--- config.mk ---
export PLATFORM = sky130hd
export DESIGN_NAME = hb_cfg_regfile
export DESIGN_NICKNAME = d
export VERILOG_FILES = /design/src/rtl/hb_cfg_pkg.sv /design/src/rtl/hb_cfg_rule_dec.sv /design/src/rtl/hb_cfg_merge.sv /design/src/rtl/hb_cfg_store.sv /design/src/rtl/hb_cfg_export.sv /design/src/rtl/hb_cfg_regfile.sv
export SDC_FILE = /design/constraint.sdc
export NUM_CORES = 2
export LEC_CHECK = 0
export BUFFER_PORTS_ARGS = -buffer_cell sky130_fd_sc_hd__buf_4
export CAP_MARGIN = 5
export CORE_MARGIN = 2
export CORE_UTILIZATION = 32
export CTS_BUF_LIST = sky130_fd_sc_hd__clkbuf_4
export DETAILED_ROUTE_END_ITERATION = 10
export PLACE_DENSITY = 0.57
export SLEW_MARGIN = 20
export SYNTH_ARGS = -nofsm -noshare
export SYNTH_HDL_FRONTEND = slang
export SYNTH_SLANG_ARGS = --single-unit
export TNS_END_PERCENT = 5
--- constraint.sdc ---
create_clock -name clk -period 2.9 [get_ports clk]
set_input_delay 0.145 -clock clk [delete_from_list [all_inputs] [get_ports clk]]
set_output_delay 0.145 -clock clk [all_outputs]
set_load 0.05 [all_outputs]
--- src/rtl/hb_cfg_pkg.sv ---
package hb_cfg_pkg;

    localparam int ADDR_W = 8;
    localparam int DATA_W = 8;
    localparam int DEPTH  = 1 << ADDR_W;

    localparam logic [ADDR_W-1:0] OFS_LOCK_CTL = 8'h70;
    localparam int                LOCK_BIT     = 3;

    typedef enum logic [1:0] {
        WK_DROP   = 2'd0,
        WK_MASKED = 2'd1,
        WK_CLR1   = 2'd2,
        WK_GUARD  = 2'd3
    } wkind_e;

    typedef struct packed {
        wkind_e            kind;
        logic [DATA_W-1:0] keep;
        logic [DATA_W-1:0] setb;
    } wrule_t;

    function automatic wrule_t mk(input wkind_e k, input logic [7:0] m, input logic [7:0] s);
        wrule_t r;
        r.kind = k;
        r.keep = m;
        r.setb = s;
        return r;
    endfunction

    function automatic wrule_t rule_of(input logic [ADDR_W-1:0] a);
        wrule_t r;
        case (a) inside
            8'h04, [8'h43:8'h48], 8'h4A, [8'h4C:8'h52], [8'h54:8'h56],
            8'h59, 8'h5A, 8'h5C, [8'h60:8'h71], 8'h76, 8'h77:
                      r = mk(WK_MASKED, 8'hFF, 8'h00);
            8'h05:    r = mk(WK_MASKED, 8'h01, 8'h00);
            8'h0D:    r = mk(WK_MASKED, 8'hF8, 8'h00);
            8'h40:    r = mk(WK_MASKED, 8'hF1, 8'h00);
            8'h41:    r = mk(WK_MASKED, 8'hD6, 8'h08);
            8'h42:    r = mk(WK_MASKED, 8'hF7, 8'h00);
            8'h49:    r = mk(WK_MASKED, 8'h73, 8'h00);
            8'h57:    r = mk(WK_MASKED, 8'h60, 8'h00);
            8'h58:    r = mk(WK_MASKED, 8'h86, 8'h00);
            8'h5B:    r = mk(WK_MASKED, 8'h4F, 8'h00);
            8'h5D:    r = mk(WK_MASKED, 8'h53, 8'h00);
            8'h5F:    r = mk(WK_MASKED, 8'h7F, 8'h00);
            8'h72:    r = mk(WK_MASKED, 8'h0F, 8'h00);
            8'h74:    r = mk(WK_MASKED, 8'h2B, 8'h00);
            8'h80:    r = mk(WK_MASKED, 8'h84, 8'h00);
            8'h81:    r = mk(WK_MASKED, 8'h81, 8'h00);
            8'h83:    r = mk(WK_MASKED, 8'h10, 8'h00);
            8'h07:    r = mk(WK_CLR1,   8'hF8, 8'h00);
            [8'h2C:8'h2F]:
                      r = mk(WK_GUARD,  8'hFF, 8'h00);
            default:  r = mk(WK_DROP,   8'h00, 8'h00);
        endcase
        return r;
    endfunction

    function automatic logic [DATA_W-1:0] id_byte(input logic [1:0] i);
        case (i)
            2'd0:    return 8'hB9;
            2'd1:    return 8'h10;
            2'd2:    return 8'h31;
            default: return 8'h15;
        endcase
    endfunction

    function automatic logic [DATA_W-1:0] default_of(input logic [ADDR_W-1:0] a);
        if (a <= 8'h03 || (a >= 8'h2C && a <= 8'h2F)) return id_byte(a[1:0]);
        if (a >= 8'h60 && a <= 8'h6F)                 return a[0] ? 8'h40 : 8'h08;
        case (a)
            8'h04, 8'h0B: return 8'h06;
            8'h07:        return 8'h04;
            8'h08:        return 8'hB0;
            8'h0D, 8'h59, 8'h5A: return 8'h20;
            8'h52:        return 8'hF0;
            8'h54, 8'h55: return 8'hFF;
            8'h70:        return 8'h22;
            default:      return 8'h00;
        endcase
    endfunction

endpackage

--- src/rtl/hb_cfg_rule_dec.sv ---
module hb_cfg_rule_dec
    import hb_cfg_pkg::*;
#(
    parameter int AW = ADDR_W
) (
    input  logic [AW-1:0] addr,
    output wrule_t        rule
);
    always_comb rule = rule_of(addr);
endmodule

--- src/rtl/hb_cfg_merge.sv ---
module hb_cfg_merge
    import hb_cfg_pkg::*;
#(
    parameter int DW = DATA_W
) (
    input  wrule_t        rule,
    input  logic [DW-1:0] cur,
    input  logic [DW-1:0] wdata,
    input  logic          unlocked,
    output logic [DW-1:0] nxt
);
    always_comb begin
        unique case (rule.kind)
            WK_MASKED: nxt = (wdata & rule.keep) | rule.setb;
            WK_CLR1:   nxt = cur & ~(wdata & rule.keep);
            WK_GUARD:  nxt = unlocked ? wdata : cur;
            default:   nxt = cur;
        endcase
    end
endmodule

--- src/rtl/hb_cfg_store.sv ---
module hb_cfg_store
    import hb_cfg_pkg::*;
#(
    parameter int AW = ADDR_W,
    parameter int DW = DATA_W,
    localparam int NB = 1 << AW
) (
    input  logic          clk,
    input  logic          rst,
    input  logic          we,
    input  logic [AW-1:0] addr,
    input  logic [DW-1:0] nxt,
    output logic [DW-1:0] bytes_q [NB]
);
    for (genvar i = 0; i < NB; i++) begin : g_byte
        always_ff @(posedge clk) begin
            if (rst)
                bytes_q[i] <= default_of(AW'(i));
            else if (we && addr == AW'(i))
                bytes_q[i] <= nxt;
        end
    end
endmodule

--- src/rtl/hb_cfg_export.sv ---
module hb_cfg_export
    import hb_cfg_pkg::*;
#(
    parameter int DW = DATA_W,
    localparam int NB = DEPTH
) (
    input  logic [DW-1:0]   bytes_q [NB],
    output logic            ext_cache_en,
    output logic            int_cache_en,
    output logic [DW-1:0]   mem_route,
    output logic [DW-1:0]   smram_ctl,
    output logic [2*DW-1:0] shadow_rd_en,
    output logic [2*DW-1:0] shadow_wr_en
);
    always_comb begin
        ext_cache_en = bytes_q[8'h42][0];
        int_cache_en = bytes_q[8'h43][0];
        mem_route    = bytes_q[8'h47];
        smram_ctl    = bytes_q[8'h48];
        shadow_rd_en = {bytes_q[8'h4D], bytes_q[8'h4C]};
        shadow_wr_en = {bytes_q[8'h4F], bytes_q[8'h4E]};
    end
endmodule

--- src/rtl/hb_cfg_regfile.sv ---
module hb_cfg_regfile
    import hb_cfg_pkg::*;
(
    input  logic        clk,
    input  logic        rst,
    input  logic [7:0]  cfg_addr,
    input  logic [7:0]  cfg_wdata,
    input  logic        cfg_we,
    output logic [7:0]  cfg_rdata,
    output logic        ext_cache_en,
    output logic        int_cache_en,
    output logic [7:0]  mem_route,
    output logic [7:0]  smram_ctl,
    output logic [15:0] shadow_rd_en,
    output logic [15:0] shadow_wr_en
);
    wrule_t            rule;
    logic [DATA_W-1:0] nxt;
    logic [DATA_W-1:0] regs [DEPTH];
    logic              unlocked;

    assign cfg_rdata = regs[cfg_addr];
    assign unlocked  = regs[OFS_LOCK_CTL][LOCK_BIT];

    hb_cfg_rule_dec #(.AW(ADDR_W)) u_dec (
        .addr (cfg_addr),
        .rule (rule)
    );

    hb_cfg_merge #(.DW(DATA_W)) u_merge (
        .rule     (rule),
        .cur      (cfg_rdata),
        .wdata    (cfg_wdata),
        .unlocked (unlocked),
        .nxt      (nxt)
    );

    hb_cfg_store #(.AW(ADDR_W), .DW(DATA_W)) u_store (
        .clk     (clk),
        .rst     (rst),
        .we      (cfg_we),
        .addr    (cfg_addr),
        .nxt     (nxt),
        .bytes_q (regs)
    );

    hb_cfg_export #(.DW(DATA_W)) u_exp (
        .bytes_q      (regs),
        .ext_cache_en (ext_cache_en),
        .int_cache_en (int_cache_en),
        .mem_route    (mem_route),
        .smram_ctl    (smram_ctl),
        .shadow_rd_en (shadow_rd_en),
        .shadow_wr_en (shadow_wr_en)
    );

    // cache enable follows the committed write at 42h
    a_r9_ext_cache_follow: assert property (@(posedge clk) disable iff (rst)
        cfg_we && cfg_addr == 8'h42 |=> ext_cache_en == $past(cfg_wdata[0]));

    // bit 3 of 41h is 1 after any write to it
    a_r5_forced_one: assert property (@(posedge clk) disable iff (rst)
        cfg_we && cfg_addr == 8'h41 |=> regs[8'h41][3]);

    // a write to 2Ch..2Fh while locked leaves them unchanged
    a_r7_locked_hold: assert property (@(posedge clk) disable iff (rst)
        cfg_we && cfg_addr >= 8'h2C && cfg_addr <= 8'h2F && !unlocked
        |=> $stable(regs[8'h2C]) && $stable(regs[8'h2D])
            && $stable(regs[8'h2E]) && $stable(regs[8'h2F]));

    // identification bytes never change after reset
    a_r8_id_hold: assert property (@(posedge clk) disable iff (rst)
        $stable(regs[8'h00]) && $stable(regs[8'h03]));

    // status byte stays at its default under write-one-to-clear
    a_r6_status_low: assert property (@(posedge clk) disable iff (rst)
        cfg_we && cfg_addr == 8'h07 |=> regs[8'h07] == 8'h04);

endmodule

==> results.py <==
metrics = {
    "cells_and_area": {
        "fin_util": 0.393,
        "largest_register_ffs": 2048,
        "drive_gt1_frac": 0.289,
        "finalNetCount": 7574,
        "final_cells": 11079,
        "area.growth.synth_to_final_pct": 22.2,
        "reg.largest.list": "u_store.bytes_q x2048",
        "fillCellCount": 22781,
        "regMostFlops": "u_store.bytes_q",
        "finalInstanceArea_mm2": 0.0934,
    },
    "grt": {
        "grt_max_degree": 188,
        "grtUsageTotal": 0.186,
        "antenna_found_initial": 6,
        "grt_pass1_wl_um": 347000,
        "grt-ovfl-total": 0,
        "grt_pass1_vias": 54817,
    },
    "worst_setup_path": {
        "crit_family": "simple AND/OR/NAND/NOR gates",
        "r2r_slack_ns": -0.36,
        "crit_fanout": 2,
        "reg2reg_depth": 10,
        "critPathKind": "flop to output port",
        "reg2reg_from": "u_store.bytes_q[934]",
        "arrival_ns": 4.23,
        "r2r-end": "u_store.bytes_q[1334]",
        "crit_slowest_cell": "or4_4",
        "worst-path-buf-inv": 2,
        "cp-end-kind": "output port",
        "cp-endpoint": "cfg_rdata[6]",
        "crit_cells": 9,
        "crit_start": "u_store.bytes_q[934]",
        "required_ns": 2.76,
        "cpPeakStageDelay_ns": 0.59,
        "worstSetupStartpointType": "flop",
        "crit_chain": "mux4_2, nand4_1, nand4_1, or4_4, or4_4, a41o_1, buf_4, or2_4, buf_12",
    },
    "synthesis": {
        "yosysWarnings": 0,
        "synthesis.area_mm2": 0.0764,
        "yosysUniqueCellTypes": 88,
        "ys.flop_type": "dfxtp_1",
        "avgSynthCellArea_um2": 11.4,
        "synth_fp_nets": 6711,
        "synth_seq_cells": 2048,
        "synthArstFlopShare": 0,
        "synth_cells": 6692,
        "ys_seq_area_frac": 0.536,
        "synth-edff-count": 0,
    },
    "detailed_routing": {
        "drt-initial-drc-count": 4166,
        "via_per_inst": 4.88,
        "first_pass_iters": 6,
        "wl_met3_um": 14100,
        "wl_met1_um": 105000,
        "ant_nets": 0,
        "routedWlPerCell_um": 20.9,
        "wl_met2_um": 102000,
        "routed_wl_um": 231000,
        "dr.max_layer_used": "met5",
        "drc": 0,
        "route.vias.total": 54044,
    },
    "sta": {
        "finClkSkew_ns": 0.121,
        "worst_hold_slack_ns": 0.0438,
        "rsz0062_at_grt": "true",
        "tightestPinTransition_ns": 1.11,
        "post-route-period-util": 1.51,
        "slew_headroom": 0.258,
        "fmax_ghz": 0.228,
        "min_period_ns": 4.38,
        "setup_viol_count_final": 59,
        "hold_violations": 0,
        "maxSlewViolCount": 0,
        "finalWorstSetupSlack_ns": -1.48,
    },
    "cts": {
        "clock_path_buffers": 4,
        "cts_made_buffers": 564,
        "cts_tree": "built",
        "clk_latency_ns": 1.41,
        "clkTransAtPathRegs_ns": 0.06,
        "cts_root_buffer": "clkbuf_4",
        "cts.sinks": 2048,
        "ctsHtreeMaxLevel": 6,
    },
    "run": {
        "drv_cap": 0,
    },
    "die": {
        "die_w_um": 493,
        "initial_utilization": 0.322,
        "fp.coreArea_mm2": 0.238,
        "dieArea_mm2": 0.243,
        "io_pins": 77,
        "die_y_um": 493,
        "core.rowCount": 179,
    },
    "min_path": {
        "min_path_type": "input port to flop",
        "holdPathStages": 7,
    },
    "place": {
        "dp_worst_setup_slack_ns": -1.00,
        "place_inst": 10097,
        "hpwl_um": 159000,
        "place_congestion": 0.976,
        "portBuffers": 76,
        "dpl_cell_area_mm2": 0.0855,
    },
    "power": {
        "cellLeakagePower_nw": 35.7,
        "power.density_mw_per_mm2": 610,
        "vdd_drop_max_v": 0.000477,
    },
    "status": {
        "status": "finished with violations",
        "violations": "setup timing",
    },
}
## worst min-delay path: stages
cell,delay [ns]
buf_4,0.13
dlymetal6s4s_1,0.33
nand2_1,0.09
a211o_1,0.15
buf_12,0.14
nand2b_4,0.15
a31o_2,0.24
## placed cells by master (no fill, tap or decap), types with 15 or more instances in the layout
master,netlist,final
a22oi_1,90,83
and3_1,22,22
dlygate4sd3_1,0,53
nor3_1,20,18
o21ai_0,79,75
a21oi_1,146,140
nor3b_1,22,22
o22ai_1,18,15
a32oi_1,16,16
clkbuf_4,0,804
or2_2,23,22
nor2_1,394,389
clkinv_1,1,70
a22o_1,15,15
nor2b_1,1549,1545
buf_4,81,687
and2_1,61,61
a211oi_1,199,197
nand2_1,307,303
nand4_1,46,46
inv_2,1,16
mux2i_1,234,231
dfxtp_1,2048,2039
mux4_2,466,466
nand3_1,88,83
o211ai_1,48,48
buf_12,1,120
## worst min-delay path by stage
stage,startpoint,end,slack [ns]
global route,cfg_addr[7],u_store.bytes_q[1987],-0.05
global placement,u_store.bytes_q[2016],u_store.bytes_q[2016],0.42
CTS,cfg_addr[3],u_store.bytes_q[1988],-0.02
detailed placement,u_store.bytes_q[2045],u_store.bytes_q[2045],0.42
finish,cfg_addr[7],u_store.bytes_q[1987],0.04
floorplan,cfg_wdata[7],u_store.bytes_q[1671],0.35
## synth_stat cells (all sizes together) (62+ instances only)
library cell,instances,share of area
dfxtp,2048,0.54
nor2b,1549,0.13
mux4,466,0.14
nor2,396,0.020
clkbuf,362,0.018
nand2,307,0.015
mux2i,234,0.031
buf,224,0.019
a211oi,199,0.020
a21oi,146,0.0096
a22oi,90,0.0088
nand3,88,0.0058
o21ai,84,0.0056
and2,62,0.0051
## final cells by class
class                   instances  area (um2)  area share
multi-input cells            4048       33200       0.356
clock inverters               108         701     0.00750
inverters                      10        42.5    0.000455
well taps                    3167        3960      0.0424
diodes                         11        27.5    0.000295
clock buffers                 804        6040      0.0646
flip-flops and latches       2048       41000       0.439
repair buffers                883        8410      0.0900
## metal layers
layer  vias up  track usage
met5         -            0
met2      1693        0.281
met1     26511        0.254
met4         2       0.0901
met3       518       0.0396
li1      25320            -
## cells by family (layout without fill, tap and decap cells)
| family | after synthesis | count (layout) | synth area share |
|---|---|---|---|
| muxes | 712 | 712 | 0.170 |
| and+or+nand+nor | 2605 | 2605 | 0.191 |
| buffers and inverters | 596 | 1805 | 0.0371 |
| other | 0 | 11 | 0 |
| xor gates and xnor gates | 1 | 1 | 0.000115 |
| DFF | 2048 | 2048 | 0.536 |
| AOI/OAI and AO/OA | 730 | 730 | 0.0660 |
## timing repair
item | 4_1_cts | 5_1_grt
setup endpoints to repair | 75 | 178
buffers inserted | 2 | 3
endpoints found under the hold margin | 2048 | 0
gates resized for setup | 66 | 59
pin swaps | 17 | 29
hold buffers | 59 | 0
## per-stage QoR
step | TNS (ns) | power [mW]
2_1_floorplan | -0.217 | 30.5
5_1_grt | -27.36 | 59.5
3_5_place_dp | -146.87 | 32.2
4_1_cts | -24.55 | 57.8
3_3_place_gp | -153.06 | 32.2
6_report | -22.73 | 57.0
## report_power, final
group,leakage [nW],internal [mW],total (mW),switching [mW]
Clock,4.05,13.5,25.3,11.8
Combinational,15.2,1.32,3.57,2.25
Sequential,16.5,28.1,28.1,0.00684
Total,35.7,43.0,57.0,14.1
Power figures use the tool's default switching activity.
